$ cat src/rtl/seq_pkg.sv
`timescale 1ns/1ps
package seq_pkg;
  typedef enum logic [1:0] {
    CLS_ALU  = 2'd0,
    CLS_LDST = 2'd1,
    CLS_JMP  = 2'd2,
    CLS_NOP  = 2'd3
  } icls_t;
endpackage

$ cat src/rtl/seq_arb.sv
`timescale 1ns/1ps
// Memory port arbitration: decides whether the fetch may use the port this cycle.
module seq_arb (
  input  logic dual_port,
  input  logic mem_busy,
  output logic grant,
  output logic stall
);
  always_comb begin
    grant = dual_port || !mem_busy;
    stall = !grant;
  end
endmodule

$ cat src/rtl/seq_fetch.sv
`timescale 1ns/1ps
// Fetch address generation with a one-word delay slot before any redirect.
module seq_fetch #(
  parameter int AW          = 32,
  parameter int INSTR_BYTES = 4,
  parameter logic [AW-1:0] RESET_PC = '0
) (
  input  logic          clk,
  input  logic          rst,
  input  logic          rdy,
  input  logic          grant,
  input  logic [1:0]    in_cls,
  input  logic [AW-1:0] in_target,
  output logic [AW-1:0] pc,
  output logic          err
);
  import seq_pkg::*;
  localparam logic [AW-1:0] STEP = AW'(INSTR_BYTES);

  logic          pend;
  logic [AW-1:0] tgt;
  logic          take;
  logic          is_jmp;

  always_comb begin
    take   = rdy && grant;
    is_jmp = (icls_t'(in_cls) == CLS_JMP);
  end

  always_ff @(posedge clk) begin
    if (rst) begin
      pc   <= RESET_PC;
      pend <= 1'b0;
      tgt  <= '0;
      err  <= 1'b0;
    end else begin
      err <= take && pend && is_jmp;
      if (take) begin
        if (pend) begin
          pc   <= tgt;
          pend <= 1'b0;
        end else begin
          pc <= pc + STEP;
          if (is_jmp) begin
            pend <= 1'b1;
            tgt  <= in_target;
          end
        end
      end
    end
  end

  // plain fetch steps by one word
  a_r6_step: assert property (@(posedge clk) disable iff (rst)
    (rdy && grant && !pend) |=> (pc == $past(pc) + STEP));
  // the fetch after the slot goes to the captured target
  a_r7_redirect: assert property (@(posedge clk) disable iff (rst)
    (rdy && grant && pend) |=> (pc == $past(tgt) && !pend));
  // error is a single-cycle pulse
  a_r8_pulse: assert property (@(posedge clk) disable iff (rst)
    err |=> !err);
  // frozen while memory is not ready
  a_r9_hold_pc: assert property (@(posedge clk) disable iff (rst)
    !rdy |=> ($stable(pc) && $stable(pend) && !err));
endmodule

$ cat src/rtl/seq_pipe.sv
`timescale 1ns/1ps
// Execute and memory stage tags.
module seq_pipe #(
  parameter int AW = 32
) (
  input  logic          clk,
  input  logic          rst,
  input  logic          rdy,
  input  logic          grant,
  input  logic [1:0]    in_cls,
  input  logic [AW-1:0] pc,
  output logic          ex_valid,
  output logic [1:0]    ex_cls,
  output logic [AW-1:0] ex_pc,
  output logic          mem_valid,
  output logic [AW-1:0] mem_pc
);
  import seq_pkg::*;

  icls_t ex_cls_q;

  always_ff @(posedge clk) begin
    if (rst) begin
      ex_valid  <= 1'b0;
      ex_cls_q  <= CLS_NOP;
      ex_pc     <= '0;
      mem_valid <= 1'b0;
      mem_pc    <= '0;
    end else if (rdy) begin
      mem_valid <= ex_valid && (ex_cls_q == CLS_LDST);
      mem_pc    <= ex_pc;
      ex_valid  <= grant;
      if (grant) begin
        ex_cls_q <= icls_t'(in_cls);
        ex_pc    <= pc;
      end
    end
  end

  assign ex_cls = ex_cls_q;

  // a granted fetch lands in execute with the fetch address
  a_r2_enter: assert property (@(posedge clk) disable iff (rst)
    (rdy && grant) |=> (ex_valid && ex_pc == $past(pc)));
  // load/store moves on to the memory stage
  a_r3_ldst: assert property (@(posedge clk) disable iff (rst)
    (rdy && ex_valid && ex_cls_q == CLS_LDST) |=> (mem_valid && mem_pc == $past(ex_pc)));
  // stages frozen while memory is not ready
  a_r9_hold_stages: assert property (@(posedge clk) disable iff (rst)
    !rdy |=> $stable({ex_valid, ex_pc, mem_valid, mem_pc}));
endmodule

$ cat src/rtl/dslot_seq.sv
`timescale 1ns/1ps
module dslot_seq #(
  parameter int AW          = 32,
  parameter int INSTR_BYTES = 4
) (
  input  logic          clk,
  input  logic          rst,
  input  logic          dual_port,
  input  logic          mem_rdy,
  input  logic [1:0]    in_cls,
  input  logic [AW-1:0] in_target,
  output logic          fetch_req,
  output logic [AW-1:0] fetch_pc,
  output logic          fetch_stall,
  output logic          ex_valid,
  output logic [1:0]    ex_cls,
  output logic [AW-1:0] ex_pc,
  output logic          mem_valid,
  output logic [AW-1:0] mem_pc,
  output logic          seq_err
);
  logic grant;

  seq_arb u_arb (
    .dual_port (dual_port),
    .mem_busy  (mem_valid),
    .grant     (grant),
    .stall     (fetch_stall)
  );

  seq_fetch #(.AW(AW), .INSTR_BYTES(INSTR_BYTES)) u_fetch (
    .clk       (clk),
    .rst       (rst),
    .rdy       (mem_rdy),
    .grant     (grant),
    .in_cls    (in_cls),
    .in_target (in_target),
    .pc        (fetch_pc),
    .err       (seq_err)
  );

  seq_pipe #(.AW(AW)) u_pipe (
    .clk       (clk),
    .rst       (rst),
    .rdy       (mem_rdy),
    .grant     (grant),
    .in_cls    (in_cls),
    .pc        (fetch_pc),
    .ex_valid  (ex_valid),
    .ex_cls    (ex_cls),
    .ex_pc     (ex_pc),
    .mem_valid (mem_valid),
    .mem_pc    (mem_pc)
  );

  assign fetch_req = grant;

  // state right after reset
  a_r1_reset: assert property (@(posedge clk) disable iff (rst)
    $past(rst) |-> (fetch_pc == '0 && !ex_valid && !mem_valid && !seq_err && fetch_req));
  // shared port, data transfer leaves a bubble in execute
  a_r4_bubble: assert property (@(posedge clk) disable iff (rst)
    (!dual_port && mem_rdy && mem_valid) |=> !ex_valid);
  // dual port never starves fetch
  a_r5_nostall: assert property (@(posedge clk) disable iff (rst)
    (dual_port && mem_rdy) |=> ex_valid);
endmodule

$ cat config.mk
export PLATFORM = sky130hd
export DESIGN_NAME = dslot_seq
export DESIGN_NICKNAME = d
export VERILOG_FILES = /design/src/rtl/seq_pkg.sv /design/src/rtl/seq_arb.sv /design/src/rtl/seq_fetch.sv /design/src/rtl/seq_pipe.sv /design/src/rtl/dslot_seq.sv
export SDC_FILE = /design/constraint.sdc
export NUM_CORES = 1
export LEC_CHECK = 0
export ABC_CLOCK_PERIOD_IN_PS = 1830
export CORE_UTILIZATION = 49
export DETAILED_ROUTE_END_ITERATION = 8
export PLACE_DENSITY = 0.8
export SETUP_SLACK_MARGIN = 0.5
export SYNTH_ARGS = -nofsm -noshare
export SYNTH_HDL_FRONTEND = slang
export SYNTH_SLANG_ARGS = --single-unit
export TNS_END_PERCENT = 100
$ cat constraint.sdc
create_clock -name clk -period 1.83 [get_ports clk]
set_input_delay 0.366 -clock clk [delete_from_list [all_inputs] [get_ports clk]]
set_output_delay 0.366 -clock clk [all_outputs]
set_load 0.1 [all_outputs]
==> results.yml, run 1 <==
clock_tree:
  hold_buffers: 0
  cts_root_buf: "clkbuf_16"
  ctsLongestPathBuffers: 2
  cts.sinks: 134
  htreeDepth: 4
  cts_resized: 220
  postCtsSetupBuffers: 83
  cts_inserted_buffers: 17
floorplanning:
  start_util_pct: 50.6
  row_count: 38
  die_w_um: 108
  die_h_um: 108
  io_pins: 141
synth:
  yosys_most_used_dff: "dfxtp_1"
  synth_top_cells_by_count: "nand2_1 (153), dfxtp_1 (134), a21oi_1 (83)"
  ys_types: 52
  yosys_register_bits: 134
  async_reset_ff_share_pct: 0
  yosysSeqAreaShare_pct: 48.5
  synth_area_leaders: "dfxtp_1 (48%), nand2_1 (10%), a21oi_1 (7.5%)"
  synth_area_per_cell_um2: 8.36
  synth_warnings: 0
  synth_edf_count: 0
  synth_area_leader_cell: "dfxtp_1"
  syn_area_um2: 5530
  synth_nets: 701
  synth_top_area_share_pct: 48.5
  yosysMostFrequentCell: "nand2_1"
  syn_inst: 662
outcome:
  failing_step: "clock tree synthesis (4_1_cts)"
  error: "[ERROR DPL-0033] detailed placement checks failed during check placement."
  status: "aborted with a tool error"
placement:
  pre_cts_ws_ns: -0.171
  io_buffers: 140
  gp_congestion: 0.867
  dp_hpwl_um: 12200
==> stage by stage <==
stage	instance area [um^2]	TNS (ns)	hold slack [ns]	cells
floorplan	5900	0	0.432	662
detailed placement	8450	-6.63	0.449	926
global placement	8450	-4.77	0.444	926
==> kinds of logic after synthesis <==
family | synth area share, %
adders and majority gates | 0.226
and+or+nand+nor | 25.5
muxes | 6.70
buffers and inverters | 4.25
xor gates and xnor gates | 1.27
AOI/OAI and AO/OA | 13.5
DFF | 48.5
==> run 2, diff against run 1 <==
--- a/config.mk
+++ b/config.mk
@@ -6,10 +6,9 @@
 export NUM_CORES = 1
 export LEC_CHECK = 0
 export ABC_CLOCK_PERIOD_IN_PS = 1830
-export CORE_UTILIZATION = 49
+export CORE_UTILIZATION = 40
 export DETAILED_ROUTE_END_ITERATION = 8
-export PLACE_DENSITY = 0.8
-export SETUP_SLACK_MARGIN = 0.5
+export PLACE_DENSITY_LB_ADDON = 0.15
 export SYNTH_ARGS = -nofsm -noshare
 export SYNTH_HDL_FRONTEND = slang
 export SYNTH_SLANG_ARGS = --single-unit
==> run 2 against run 1 <==
The run now ends clean. Area after synthesis did not move. Synthesized cell count did not move.
==> results.yml, run 2 <==
drt:
  wirelength_um: 16400
  dr.pass1.iters: 5
  drt-initial-drc-count: 378
  wl_per_cell_um: 16.3
  vias: 5310
  drc: 0
  drtAntennaViolNets: 0
  vias_per_cell: 5.27
floorplanning:
  start_util_pct: 41.4
  io_pins: 141
  die_h_um: 120
  row_count: 42
  die-area_um2: 14300
  coreArea_um2: 13300
  die_w_um: 120
clock_tree:
  hold_buffers: 0
  cts_root_buf: "clkbuf_16"
  clk_pin_slew_ns: 0.06
  cts_inserted_buffers: 17
  cts.sinks: 134
  ctsLongestPathBuffers: 2
  cts_tree: "built"
  clock_latency_ns: 0.42
  htreeDepth: 4
sta:
  fin_crit_ns: 1.78
  finalHoldViolations: 0
  setup_ws_ns: 0.0526
  fin_crit_sh_pct: 97.1
  slew_violations: 0
  clock_skew_ns: 0.0139
  relSlewSlack_pct: 60.9
  timing.fmax_mhz: 563
  worst_slew_pin_slew_ns: 0.587
  setup_violations: 0
  rsz0062_at_grt: "no"
synth:
  syn_inst: 662
  synth_edf_count: 0
  ys_types: 52
  synth_warnings: 0
  synth_area_per_cell_um2: 8.36
  async_reset_ff_share_pct: 0
  synth_nets: 701
  synth_top_area_share_pct: 48.5
  syn_area_um2: 5530
  synth_area_leader_cell: "dfxtp_1"
  synth_top_cells_by_count: "nand2_1 (153), dfxtp_1 (134), a21oi_1 (83)"
  yosysSeqAreaShare_pct: 48.5
  synth_area_leaders: "dfxtp_1 (48%), nand2_1 (10%), a21oi_1 (7.5%)"
  yosys_register_bits: 134
  yosysMostFrequentCell: "nand2_1"
  yosys_most_used_dff: "dfxtp_1"
run:
  maxCapViolations: 0
placement:
  gp_congestion: 0.859
  io_buffers: 140
  dp_hpwl_um: 12100
  placed_cells: 974
  pre_cts_ws_ns: -0.364
finish:
  final_cell_mix: "nand2_1 (153), buf_12 (106), dfxtp_1 (106)"
  layout.cells.non_filler: 1007
  fin_nets: 857
  final_common_cell: "nand2_1"
  syn2layout_area_growth_pct: 63.1
  drive_gt1_share_pct: 27.7
  n_antenna_cell: 0
  finish.utilization_pct: 67.6
setup_path:
  slowest_stage: "clkdlybuf4s50_1"
  crit_type: "input pin to primary output"
  required_ns: 1.46
  rr_startpoint: "u_fetch.pc[3]$_SDFFE_PP0P_"
  crit_arrival_ns: 1.41
  r2r-end: "u_fetch.pc[26]$_SDFFE_PP0P_"
  startpoint_type: "input pin"
  regToRegSetupSlack_ns: 0.11
  worstPathCellList: "clkdlybuf4s50_1 > nand2b_4 > buf_4 > inv_1 > buf_12"
  crit_start: "dual_port"
  worstSetupEndpointType: "primary output"
  ff2ff_path_depth: 7
  crit_path_max_incr_delay_ns: 0.47
  cp_max_fo: 6
outcome:
  status: "completed"
grt:
  grt_max_degree: 54
  track_usage_pct: 23.5
  grt_pass1_wl_um: 26100
  grt-ovfl-total: 0
  grt_pass1_vias: 4959
  antenna_found_initial: 0
hold_path:
  min-delay-start: "rst"
  worstHoldPathCells: 3
  hp-class: "input pin to flop"
  whs_endpoint: "u_fetch.tgt[27]$_SDFFE_PP0P_"
pwr:
  power_density_nw_per_um2: 760
  peakVddDrop_mv: 0.609
  power_w: 0.00686
  p_leak_nw: 3.42
## run 2: how the worst max path moves through the flow
stage / to / slack (ns) / cells after the start
3_3_place_gp: u_fetch.pc[19]$_SDFFE_PP0P_ / -0.34 / 6
3_5_place_dp: u_fetch.pc[13]$_SDFFE_PP0P_ / -0.36 / 6
4_1_cts: u_fetch.pc[26]$_SDFFE_PP0P_ / 0.01 / 7
6_report: fetch_stall / 0.05 / 5
5_1_grt: u_fetch.pc[27]$_SDFFE_PP0P_ / 0.02 / 5
2_1_floorplan: u_fetch.pc[30]$_SDFFE_PP0P_ / -0.03 / 8
## run 2: metal layers
layer | GRT usage [%] | vias up | wire length (um)
met1 | 32.0 | 2504 | 7660
met5 | 0 | - | 0
met2 | 35.9 | 193 | 7570
li1 | - | 2604 | -
met3 | 5.47 | 9 | 1060
met4 | 8.91 | 0 | 125
## run 2: repair_timing
action,CTS,global route
endpoints found under the setup margin,1,9
pin swaps,0,2
resized for setup,2,5
setup buffers,0,1
## run 2: report_power, final
| part | internal, W | switching, W | total, W |
|---|---|---|---|
| sequential | 0.00295 | 0.0000599 | 0.00301 |
| clock | 0.00191 | 0.00121 | 0.00312 |
| combinational | 0.000294 | 0.000433 | 0.000726 |
## run 2: cells by family (layout without fill, tap and decap cells)
kind of cell,Yosys count,count (layout),synth area share [%]
adders and majority gates,1,1,0.226
AOI/OAI and AO/OA,128,128,13.5
buffers and inverters,53,222,4.25
xor gates and xnor gates,8,8,1.27
and+or+nand+nor,301,301,25.5
DFF,134,134,48.5
muxes,37,37,6.70
## run 2: per-stage QoR
stage / hold slack, ns / instance area, um^2 / TNS (ns)
2_1_floorplan: 0.432 / 5650 / -0.0481
3_3_place_gp: 0.445 / 8440 / -17.37
3_5_place_dp: 0.447 / 8440 / -21.85
4_1_cts: 0.358 / 8990 / 0
5_1_grt: 0.381 / 9020 / 0
6_report: 0.375 / 9020 / 0
## run 2: critical path: cells and delay by family
kind | cells | cell delay (ns)
simple gates | 1 | 0.15
buf+inv | 4 | 0.90
## run 2: final cells by class
| class | instances | area (um^2) |
|---|---|---|
| tap | 176 | 220 |
| multi-input combinational | 475 | 2660 |
| sequential | 134 | 2760 |
| fill | 1062 | 4330 |
| inverter | 1 | 3.75 |
| clock inverter | 8 | 43.8 |
| clock buffer | 24 | 504 |
| timing repair buffer | 189 | 2830 |
Power figures use the tool's default switching activity.
==> run 3, diff against run 2 <==
--- a/config.mk
+++ b/config.mk
@@ -9,6 +9,7 @@
 export CORE_UTILIZATION = 40
 export DETAILED_ROUTE_END_ITERATION = 8
 export PLACE_DENSITY_LB_ADDON = 0.15
+export RECOVER_POWER = 50
 export SYNTH_ARGS = -nofsm -noshare
 export SYNTH_HDL_FRONTEND = slang
 export SYNTH_SLANG_ARGS = --single-unit
==> run 3 against run 2 <==
Critical path type unchanged. Non-clock buffer count did not move. Largest power group unchanged. Core utilization shrank 8.0 points. Sequential cell count did not move. Maximum frequency is 0.97% lower. Cell count did not move. First-iteration DRC count grew 3.4%. Via count fell by 0.64%. Global-route usage is the same.
==> results.yml, run 3 (synthesized netlist as in run 2, its figures left out) <==
setup_path:
  crit_arrival_ns: 1.43
  r2r-end: "u_fetch.pc[26]$_SDFFE_PP0P_"
  cp_top_family: "buffers and inverters"
  worstSetupEndpointType: "primary output"
  slowest_stage: "clkdlybuf4s50_1"
  startpoint_type: "input pin"
  cp_max_fo: 6
  crit_type: "input pin to primary output"
  path_buf_inv: 4
  crit_path_max_incr_delay_ns: 0.47
  rr_startpoint: "u_fetch.pc[2]$_SDFFE_PP0P_"
  worstPathCellList: "clkdlybuf4s50_1 > nand2b_4 > buf_4 > inv_1 > buf_12"
  required_ns: 1.46
  regToRegSetupSlack_ns: 0.13
  ff2ff_path_depth: 7
pwr:
  power_switching_w: 0.00170
  peakVddDrop_mv: 0.609
  comb_power_share_pct: 9.9
  intPower_w: 0.00511
  seqPwrFrac_pct: 44.2
  p_clk_share_pct: 45.9
  p_leak_nw: 3.16
  power_w: 0.00680
  power_density_nw_per_um2: 855
  switching_share_pct: 24.9
sta:
  worst_slew_pin_slew_ns: 1.16
  finalHoldViolations: 0
  clock_skew_ns: 0.0136
  setup_tns_ns: 0
  fin_crit_ns: 1.79
  setup_ws_ns: 0.0352
  hold-worst-slack_ns: 0.374
  relSlewSlack_pct: 22.7
  setup_violations: 0
  fin_crit_sh_pct: 98.1
  timing.fmax_mhz: 557
  rsz0062_at_grt: "no"
  slew_violations: 0
grt:
  grt-ovfl-total: 0
  grt_pass1_vias: 4959
  grt_max_degree: 54
  track_usage_pct: 23.5
  antenna_found_initial: 0
  grt_pass1_wl_um: 26100
drt:
  drtAntennaViolNets: 0
  vias: 5276
  met2WireLength_um: 7600
  drt-initial-drc-count: 391
  top_layer: "met4"
  wl_per_cell_um: 16.5
  drc: 0
  vias_per_cell: 5.24
  wirelength_um: 16600
  wl_met1_um: 7980
  dr.pass1.iters: 6
  wl_met3_um: 888
clock_tree:
  ctsLongestPathBuffers: 2
  clock_latency_ns: 0.42
  clk_pin_slew_ns: 0.06
  hold_buffers: 0
  cts_root_buf: "clkbuf_16"
  cts_inserted_buffers: 17
  htreeDepth: 4
  cts.sinks: 134
  cts_tree: "built"
hold_path:
  min-delay-start: "rst"
  hp-class: "input pin to flop"
  worstHoldPathCells: 3
  whs_endpoint: "u_fetch.tgt[27]$_SDFFE_PP0P_"
floorplanning:
  die_w_um: 120
  die-area_um2: 14300
  coreArea_um2: 13300
  row_count: 42
  io_pins: 141
  die_h_um: 120
  start_util_pct: 41.4
placement:
  post_dp_cell_area_um2: 8440
  pre_cts_ws_ns: -0.364
  gp_congestion: 0.859
  dp_hpwl_um: 12100
  io_buffers: 140
run:
  maxCapViolations: 0
finish:
  final_cell_mix: "nand2_1 (153), dfxtp_1 (111), a21oi_1 (83)"
  final_common_cell: "nand2_1"
  n_antenna_cell: 0
  fin_nets: 857
  syn2layout_area_growth_pct: 43.7
  stdcell_area_um2: 7950
  drive_gt1_share_pct: 26.8
outcome:
  status: "completed"
run 3: changes by cell type in the layout (fill, tap and decap cells not counted), moves of 2 or more:
| cell | previous run | this run |
|---|---|---|
| clkbuf_1 | 4 | 6 |
| buf_12 | 106 | 36 |
| clkbuf_2 | 0 | 71 |
| dfxtp_1 | 106 | 111 |
| buf_4 | 46 | 42 |
| dfxtp_2 | 12 | 7 |
run 3: routing by layer:
metal / global-route usage, % / vias to the layer above
met5: 0 / -
met4: 8.91 / 0
met3: 5.47 / 11
met2: 35.9 / 168
met1: 32.0 / 2493
li1: - / 2604
run 3: per-stage QoR:
step / std cells / utilization, %
2_1_floorplan: 662 / -
6_report: 1007 / 59.6
5_1_grt: 1007 / 59.6
3_5_place_dp: 974 / 63.2
4_1_cts: 1006 / 67.4
3_3_place_gp: 974 / 63.2
run 3: repair_timing:
action                     CTS  global route
gates resized for setup      2             5
pin swaps                    0             2
setup endpoints to repair    1             9
buffers inserted             0             1
run 3: worst reg2reg max path: cells and delay by family (launching register included):
family / cells / cell delay [ns]
AOI/OAI and AO/OA: 1 / 0.24
xor gates and xnor gates: 1 / 0.17
adders and majority gates: 1 / 0.14
buffers and inverters: 1 / 0.13
DFF: 1 / 0.38
and+or+nand+nor: 3 / 0.54
run 3: power groups by stage:
stage                     sequential [W]  combinational (W)  clock [W]
after floorplan                  0.00324           0.000233          0
after global placement           0.00307           0.000714          0
after detailed placement         0.00308           0.000725          0
after CTS                        0.00301           0.000728    0.00317
after global routing             0.00301           0.000710    0.00332
final                            0.00300           0.000673    0.00312
run 3: how the worst max path moves through the flow:
stage / cells after the start / slack (ns) / end / startpoint
finish: 5 / 0.04 / fetch_stall / dual_port
global route: 5 / 0.02 / u_fetch.pc[27]$_SDFFE_PP0P_ / u_fetch.pc[18]$_SDFFE_PP0P_
CTS: 7 / 0.01 / u_fetch.pc[26]$_SDFFE_PP0P_ / u_fetch.pc[3]$_SDFFE_PP0P_
detailed placement: 6 / -0.36 / u_fetch.pc[13]$_SDFFE_PP0P_ / dual_port
global placement: 6 / -0.34 / u_fetch.pc[19]$_SDFFE_PP0P_ / dual_port
floorplan: 8 / -0.03 / u_fetch.pc[30]$_SDFFE_PP0P_ / u_pipe.mem_valid$_SDFFE_PP0P_
run 3: final cells by class:
cell class | count | area [um^2]
Inverter | 1 | 3.75
Clock inverter | 8 | 43.8
Multi-Input combinational cell | 475 | 2660
Timing Repair Buffer | 189 | 1770
Sequential cell | 134 | 2750
Fill cell | 1179 | 5400
Clock buffer | 24 | 504
Tap cell | 176 | 220
==> run 4, diff against run 3 <==
--- a/config.mk
+++ b/config.mk
@@ -6,7 +6,7 @@
 export NUM_CORES = 1
 export LEC_CHECK = 0
 export ABC_CLOCK_PERIOD_IN_PS = 1830
-export CORE_UTILIZATION = 40
+export CORE_UTILIZATION = 29
 export DETAILED_ROUTE_END_ITERATION = 8
 export PLACE_DENSITY_LB_ADDON = 0.15
 export RECOVER_POWER = 50
==> run 4 against run 3 <==
Global-route usage shrank 5.8 points. Combinational power grew 2%. Sequential share of layout area shrank 1.2 points. Clock-buffer cell count shrank 1. Critical path depth is the same. Worst hold slack lost 0.091 ns. Via count shrank 1.6%. Core utilization shrank 15 points. Power grew 16%. Sequential power is essentially flat.
==> results.yml, run 4 (synthesized netlist as in run 2, its figures left out) <==
sta:
  hold-worst-slack_ns: 0.283
  rsz0062_at_grt: "no"
  finalHoldViolations: 0
  timing.fmax_mhz: 567
  clock_skew_ns: 0.0122
  fin_crit_sh_pct: 96.3
  slew_violations: 0
  setup_violations: 0
  fin_crit_ns: 1.76
  worst_slew_pin_slew_ns: 1.16
  relSlewSlack_pct: 22.7
setup_path:
  cp_max_fo: 5
  worstPathCellList: "clkdlybuf4s50_1 > nand2b_4 > buf_4 > inv_1 > buf_12"
  r2r-end: "u_fetch.pc[29]$_SDFFE_PP0P_"
  slowest_stage: "clkdlybuf4s50_1"
  crit_arrival_ns: 1.40
  crit_type: "input pin to primary output"
  worstSetupEndpointType: "primary output"
  cp-endpoint: "fetch_stall"
  required_ns: 1.46
  crit_start: "dual_port"
  rr_startpoint: "u_fetch.pc[22]$_SDFFE_PP0P_"
  regToRegSetupSlack_ns: 0.10
  startpoint_type: "input pin"
  crit_path_max_incr_delay_ns: 0.46
  ff2ff_path_depth: 5
run:
  maxCapViolations: 0
grt:
  grt_max_degree: 60
  grt_pass1_wl_um: 27000
  antenna_found_initial: 0
  grt_pass1_vias: 4939
  grt-ovfl-total: 0
  track_usage_pct: 17.7
clock_tree:
  htreeDepth: 4
  cts.sinks: 134
  cts_tree: "built"
  cts_inserted_buffers: 17
  hold_buffers: 0
  cts_root_buf: "clkbuf_16"
  clock_latency_ns: 0.42
  ctsLongestPathBuffers: 2
  clk_pin_slew_ns: 0.06
hold_path:
  hp-class: "input pin to flop"
  min-delay-start: "rst"
pwr:
  switching_share_pct: 22.5
  p_leak_nw: 3.25
  power_density_nw_per_um2: 958
  peakVddDrop_mv: 0.635
  intPower_w: 0.00612
  seqPwrFrac_pct: 38.0
  power_w: 0.00790
  p_clk_share_pct: 53.3
  power_switching_w: 0.00177
  comb_power_share_pct: 8.7
drt:
  drt-initial-drc-count: 301
  drc: 0
  dr.pass1.iters: 5
  vias: 5190
  vias_per_cell: 4.89
  wirelength_um: 17400
  drtAntennaViolNets: 0
  wl_per_cell_um: 16.3
floorplanning:
  die_h_um: 140
  die-area_um2: 19600
  start_util_pct: 29.6
  row_count: 50
  coreArea_um2: 18700
  die_w_um: 140
  io_pins: 141
finish:
  n_antenna_cell: 0
  final_cell_mix: "nand2_1 (153), dfxtp_1 (110), a21oi_1 (83)"
  drive_gt1_share_pct: 27.3
  layout.cells.non_filler: 1062
  final_common_cell: "nand2_1"
  fin_nets: 854
  syn2layout_area_growth_pct: 49.1
placement:
  placed_cells: 1030
  io_buffers: 140
  dp_hpwl_um: 12600
  gp_congestion: 0.869
outcome:
  status: "completed"
## run 4: metal layers
metal | vias up | part of all wire (%) | routed length, um | global-route usage [%]
met5 | - | 0 | 0 | 0
met4 | 0 | 1.3 | 227 | 6.36
met3 | 18 | 3.7 | 646 | 3.73
met2 | 142 | 45 | 7790 | 27.4
met1 | 2427 | 50 | 8690 | 24.1
li1 | 2603 | - | - | -
## run 4: metrics by stage
step / util [%] / setup TNS, ns / setup WS (ns) / area (um^2)
after global placement: 45.4 / -17.28 / -0.287 / 8500
after CTS: 49.5 / 0 / 0.0102 / 9250
after global routing: 44.1 / 0 / 0.0186 / 8250
after floorplan: - / -0.0481 / -0.0301 / 5650
after detailed placement: 45.4 / -18.93 / -0.325 / 8500
final: 44.1 / 0 / 0.0676 / 8250
## run 4: cell type report
class / count / area (um^2)
sequential: 134 / 2750
fill: 1856 / 10500
clock buffer: 23 / 543
clock inverter: 9 / 203
tap: 234 / 293
multi-input combinational: 475 / 2660
timing repair buffer: 186 / 1790
inverter: 1 / 3.75
## run 4: critical path, delay by kind of cell
kind	cells	cell delay, ns
buffers and inverters	4	0.88
AND/OR/NAND/NOR	1	0.15
## run 4: power by group through the flow
| stage | combinational, W | clock, W | sequential [W] |
|---|---|---|---|
| floorplan | 0.000233 | 0 | 0.00324 |
| global placement | 0.000724 | 0 | 0.00307 |
| detailed placement | 0.000729 | 0 | 0.00307 |
| CTS | 0.000733 | 0.00428 | 0.00301 |
| global route | 0.000727 | 0.00444 | 0.00301 |
| finish | 0.000684 | 0.00421 | 0.00300 |
## run 4: how the worst min path moves through the flow
stage          cells past startpoint                      endpoint
2_1_floorplan                      2  u_fetch.tgt[14]$_SDFFE_PP0P_
6_report                           3   u_fetch.pc[29]$_SDFFE_PP0P_
3_3_place_gp                       2    u_fetch.pc[1]$_SDFFE_PP0P_
3_5_place_dp                       2    u_fetch.pc[0]$_SDFFE_PP0P_
5_1_grt                            3   u_fetch.pc[29]$_SDFFE_PP0P_
4_1_cts                            3   u_fetch.pc[29]$_SDFFE_PP0P_
## run 4: what timing repair did
action                                  in CTS  in global routing
endpoints found under the setup margin       6                  8
gates resized for setup                      4                  4
buffers inserted                             0                  0
